==> src/rtl/wdog_keyed.sv <==
module wdog_keyed #(
  parameter int BASE_SHIFT = 6,
  parameter int STEP_SHIFT = 2,
  parameter logic [7:0] KEY_ARM  = 8'h55,
  parameter logic [7:0] KEY_FIRE = 8'hAA
) (
  input  logic       clk,
  input  logic       rst_n,
  input  logic [2:0] rate_sel,
  input  logic       window_en,
  input  logic       wr_en,
  input  logic [7:0] wr_data,
  output logic [7:0] rd_data,
  output logic       rst_req
);
  localparam int CW = BASE_SHIFT + STEP_SHIFT * 7 + 1;

  logic [CW-1:0] cnt;
  logic          armed;
  logic [CW-1:0] term, win_start;
  logic          enabled, early, service, fault, expired;

  assign enabled   = rate_sel != 3'd0;
  assign term      = CW'(1) << (BASE_SHIFT + STEP_SHIFT * int'(rate_sel));
  assign win_start = term - (term >> 2);
  assign early     = window_en && (cnt < win_start);
  assign service   = enabled && wr_en && !early && wr_data == KEY_FIRE && armed;
  assign expired   = enabled && (cnt >= term - CW'(1));
  assign fault     = enabled && ((wr_en && !service && (early || wr_data != KEY_ARM))
                                 || (expired && !service));
  assign rd_data   = 8'h00;

  always_ff @(posedge clk or negedge rst_n) begin
    if (!rst_n) begin
      cnt     <= '0;
      armed   <= 1'b0;
      rst_req <= 1'b0;
    end else begin
      rst_req <= fault;
      if (!enabled || fault || service) begin
        cnt   <= '0;
        armed <= 1'b0;
      end else begin
        cnt <= cnt + CW'(1);
        if (wr_en && wr_data == KEY_ARM) armed <= 1'b1;
      end
    end
  end

  p_disabled_quiet_r1: assert property (@(posedge clk) disable iff (!rst_n)
    (rate_sel == 3'd0) |=> !rst_req);

  p_cnt_in_period_r2: assert property (@(posedge clk) disable iff (!rst_n)
    (enabled && rate_sel == $past(rate_sel)) |-> cnt < term);

  p_service_clears_r3: assert property (@(posedge clk) disable iff (!rst_n)
    (enabled && wr_en && wr_data == KEY_FIRE && armed && !early) |=> (cnt == '0 && !rst_req));

  p_bad_value_r4: assert property (@(posedge clk) disable iff (!rst_n)
    (enabled && wr_en && wr_data != KEY_ARM && wr_data != KEY_FIRE) |=> rst_req);

  p_unarmed_fire_r7: assert property (@(posedge clk) disable iff (!rst_n)
    (enabled && wr_en && wr_data == KEY_FIRE && !armed) |=> rst_req);

  p_early_write_r9: assert property (@(posedge clk) disable iff (!rst_n)
    (enabled && window_en && wr_en && cnt < win_start) |=> rst_req);

  p_req_clears_r12: assert property (@(posedge clk) disable iff (!rst_n)
    rst_req |-> (cnt == '0 && !armed));

  always_comb p_read_zero_r11: assert (rd_data == 8'h00);
endmodule

==> config.mk <==
export PLATFORM = sky130hd
export DESIGN_NAME = wdog_keyed
export DESIGN_NICKNAME = d
export VERILOG_FILES = /design/src/rtl/wdog_keyed.sv
export SDC_FILE = /design/constraint.sdc
export NUM_CORES = 1
export LEC_CHECK = 0
export ABC_AREA = 1
export BUFFER_PORTS_ARGS = -buffer_cell sky130_fd_sc_hd__buf_2
export CORE_MARGIN = 5
export CORE_UTILIZATION = 45
export CTS_CLUSTER_SIZE = 14
export DETAILED_ROUTE_END_ITERATION = 6
export PLACE_DENSITY = 0.72
export RECOVER_POWER = 25
export SYNTH_ARGS = -nofsm -noshare
export SYNTH_HDL_FRONTEND = slang
export SYNTH_SLANG_ARGS = --single-unit
==> constraint.sdc <==
create_clock -name clk -period 4.95 [get_ports clk]
set_input_delay 0.7425 -clock clk [delete_from_list [all_inputs] [get_ports clk]]
set_output_delay 0.7425 -clock clk [all_outputs]
set_load 0.02 [all_outputs]
==> results.sh <==
export IMPL_r2r_end="armed$_DFFE_PN0P_"
export IMPL_grt_remaining_overflow=0
export IMPL_die_w_um=94.49
export IMPL_grt_pass1_vias=2615
export IMPL_required_ns=5.13
export IMPL_worstSetupStartpoint="rate_sel[1]"
export IMPL_final_nets=566
export IMPL_start_util_pct=46.76
export IMPL_die_area_um2=8927
export IMPL_diodes=0
export IMPL_min_period_ns=4.480
export IMPL_finalSetupViolations=0
export IMPL_max_vdd_ir_drop_v=0.0001039
export IMPL_power_internal_uw=318.7
export IMPL_finClkSkew_ns=0.004200
export IMPL_finalWirelength_um=7038
export IMPL_synth_yosys_warnings=0
export IMPL_grt_pass1_wl_um=11870
export IMPL_cts_root_buf="clkbuf_8"
export IMPL_hold_buffers=0
export IMPL_rr_worst_depth=10
export IMPL_final_hold_viol_count=0
export IMPL_grt_max_degree=24
export IMPL_p_comb_share_pct=39.2
export IMPL_max_slew_worst_pin_slew_ns=1.228
export IMPL_slew_headroom_pct=18.11
export IMPL_clkPwrFrac_pct=22.9
export IMPL_drv_cap=0
export IMPL_numCtsBuffers=3
export IMPL_fin_tns_setup_ns=0
export IMPL_ys_seq_area_share_pct=17.92
export IMPL_ys_types=34
export IMPL_grtUsageTotal_pct=16.60
export IMPL_vias_per_cell=4.916
export IMPL_ctsHtreeMaxLevel=1
export IMPL_synth_avg_cell_area_um2=6.907
export IMPL_drc=0
export IMPL_end_kind="register"
export IMPL_ant_nets=0
export IMPL_dp_cells=582
export IMPL_slew_viol_final=0
export IMPL_core_um2=6869
export IMPL_p_sw_uw=194.0
export IMPL_power_leakage_nw=1.813
export IMPL_synthToLayoutAreaGrowth_pct=6.739
export IMPL_final_cells=586
export IMPL_start_kind="input port"
export IMPL_clk_path_buf_depth=2
export IMPL_hpwl_um=5901
export IMPL_powerDensity_nw_per_um2=149.5
export IMPL_cts_setup_buffers=0
export IMPL_finalCritPeriodShare_pct=90.50
export IMPL_rrSetupSlack_ns=2.45
export IMPL_clk_pin_slew_ns=0.08
export IMPL_worstPathArrival_ns=4.66
export IMPL_cts_tree="done"
export IMPL_die_y_um=94.49
export IMPL_ys_ff_latch=23
export IMPL_wl_per_cell_um=12.01
export IMPL_gp_congestion=0.8490
export IMPL_io_pins=24
export IMPL_netlist_instances=465
export IMPL_crit_path_end="armed$_DFFE_PN0P_"
export IMPL_path_class="in2reg"
export IMPL_row_count=30
export IMPL_io_buffers=15
export IMPL_reg2reg_from="cnt[15]$_DFF_PN0_"
export IMPL_vias=2881
export IMPL_hp_class="reg2reg"
export IMPL_synth_area_um2=3212
export IMPL_status="finished clean"
export IMPL_holdPathStages=2
export IMPL_antenna_found_initial=0
export IMPL_first_pass_iters=4
export IMPL_switching_share_pct=37.84
export IMPL_drive_gt1_share_pct=10.82
export IMPL_rsz0062_at_grt="false"
export IMPL_cp_max_fo=22
export IMPL_clock_sinks=23
export IMPL_drtIter0Drc=138
export IMPL_fmax_ghz=0.2232
export IMPL_clock_latency_ns=0.27
export IMPL_seq_power_share_pct=37.9
export IMPL_cts_resized=0
## layer usage
| metal | vias up | global-route usage, % | part of all wire, % |
|---|---|---|---|
| li1 | 1517 | - | - |
| met1 | 1289 | 22.24 | 48 |
| met2 | 62 | 28.31 | 46 |
| met3 | 13 | 1.753 | 3.9 |
| met4 | 0 | 4.567 | 1.7 |
| met5 | - | 0 | 0 |
## power by group through the flow
| stage | combinational (mW) | clock (mW) | sequential (mW) |
|---|---|---|---|
| global route | 0.231 | 0.130 | 0.195 |
| detailed placement | 0.198 | 0 | 0.198 |
| global placement | 0.192 | 0 | 0.198 |
| finish | 0.201 | 0.118 | 0.194 |
| floorplan | 0.158 | 0 | 0.198 |
| CTS | 0.199 | 0.122 | 0.194 |
## cells in the final DEF (no fill, tap or decap)
cell type  Yosys  routed
o21ai_1        3       3
clkbuf_8       0       3
o31ai_1        2       2
xor2_1        25      25
o21ai_0        6       6
conb_1         2      18
nand4_2        1       1
buf_2          0      14
nor3_1         8       8
nand4_1        7       7
o21bai_1       3       3
ha_1          60      60
clkbuf_1       0       2
o211ai_1       1       1
nand3_2        2       2
inv_2          5       5
nor4_2         2       2
or2_0          1       1
a21o_1         5       5
nor2_4         2       2
nand2_1      112     112
nand3_1       20      20
nor4_1         4       4
nand3b_1       1       1
a221oi_1       2       2
nor3b_1        1       1
a31o_2         1       1
xnor2_1        2       2
nor2_2        21      21
a21oi_1       16      16
nand2_2        1       1
dfrtp_1       23      23
nor2_1        47      47
or2_2          1       1
inv_1         68      68
## metrics by stage
step	setup WS [ns]	cell area [µm²]	utilization [%]	hold WS, ns	power, mW
global route	0.02543	3428	49.91	0.6689	0.5559
detailed placement	0.1950	3385	49.27	0.5867	0.3955
CTS	0.4618	3430	49.93	0.4542	0.5151
global placement	0.4205	3385	49.27	0.5837	0.3900
finish	0.4700	3428	49.91	0.6078	0.5127
floorplan	1.198	3272	-	0.4469	0.3555
## synth_stat cells, drive strengths merged
library cell	n	area (µm²)
nand3	22	120.1
a21oi	16	80.08
nand2	113	426.7
nor4	6	50.04
nand3b	1	7.510
nor3b	1	7.510
a221oi	2	17.52
o31ai	2	15.01
inv	73	274.0
dfrtp	23	575.6
nor3	8	40.04
o21ai	9	45.04
a21o	5	37.54
o21bai	3	22.52
nand4	8	56.30
xnor2	2	17.52
or2	2	12.52
buf	10	82.58
xor2	25	219.0
nor2	70	330.3
ha	60	750.7
a31o	1	8.760
o211ai	1	7.510
conb	2	7.510
## cells by family (layout without fill, tap and decap cells)
family / after synthesis / count (layout) / synth area share, %
buffers and inverters: 83 / 92 / 11.10
AND/OR/NAND/NOR: 231 / 231 / 32.72
XOR/XNOR: 27 / 27 / 7.363
other: 2 / 18 / 0.2338
flip-flops: 23 / 23 / 17.92
adder cells (fa/ha/maj): 60 / 60 / 23.37
AO/OA/AOI/OAI: 39 / 39 / 7.285
## critical path: stages
cell	delay [ns]
buf_2	0.11
inv_1	0.05
or2_2	0.27
nor2_1	0.20
inv_1	0.16
ha_1	0.39
nor2_1	0.11
inv_1	0.06
nor3_1	0.24
a21oi_1	0.17
o21bai_1	0.22
xor2_1	0.17
ha_1	0.26
nand2_1	0.08
inv_1	0.04
nand2_1	0.05
nand2_1	0.04
a21oi_1	0.20
nand3_2	0.12
a21oi_1	0.17
nand3_2	0.54
nor2_1	0.28
## worst min path at each step
stage,startpoint,endpoint
final,cnt[20]$_DFF_PN0_,cnt[20]$_DFF_PN0_
after global routing,cnt[0]$_DFF_PN0_,cnt[0]$_DFF_PN0_
after CTS,rst_n,cnt[0]$_DFF_PN0_
after detailed placement,cnt[20]$_DFF_PN0_,cnt[20]$_DFF_PN0_
after global placement,cnt[20]$_DFF_PN0_,cnt[20]$_DFF_PN0_
after floorplan,rst_n,armed$_DFFE_PN0P_
## flip-flops by register name, indices dropped and copies added, names as in the netlist
register / cells
cnt: 21
rst_req: 1
armed: 1
## cell type report
class	count	area [µm²]
fill	692	3441
clock buffer	4	45.04
tap	96	120.1
inverter	73	274.0
sequential	23	575.6
timing repair buffer	15	73.82
multi-input combinational	375	2340
(Power assumes the default switching activity.)
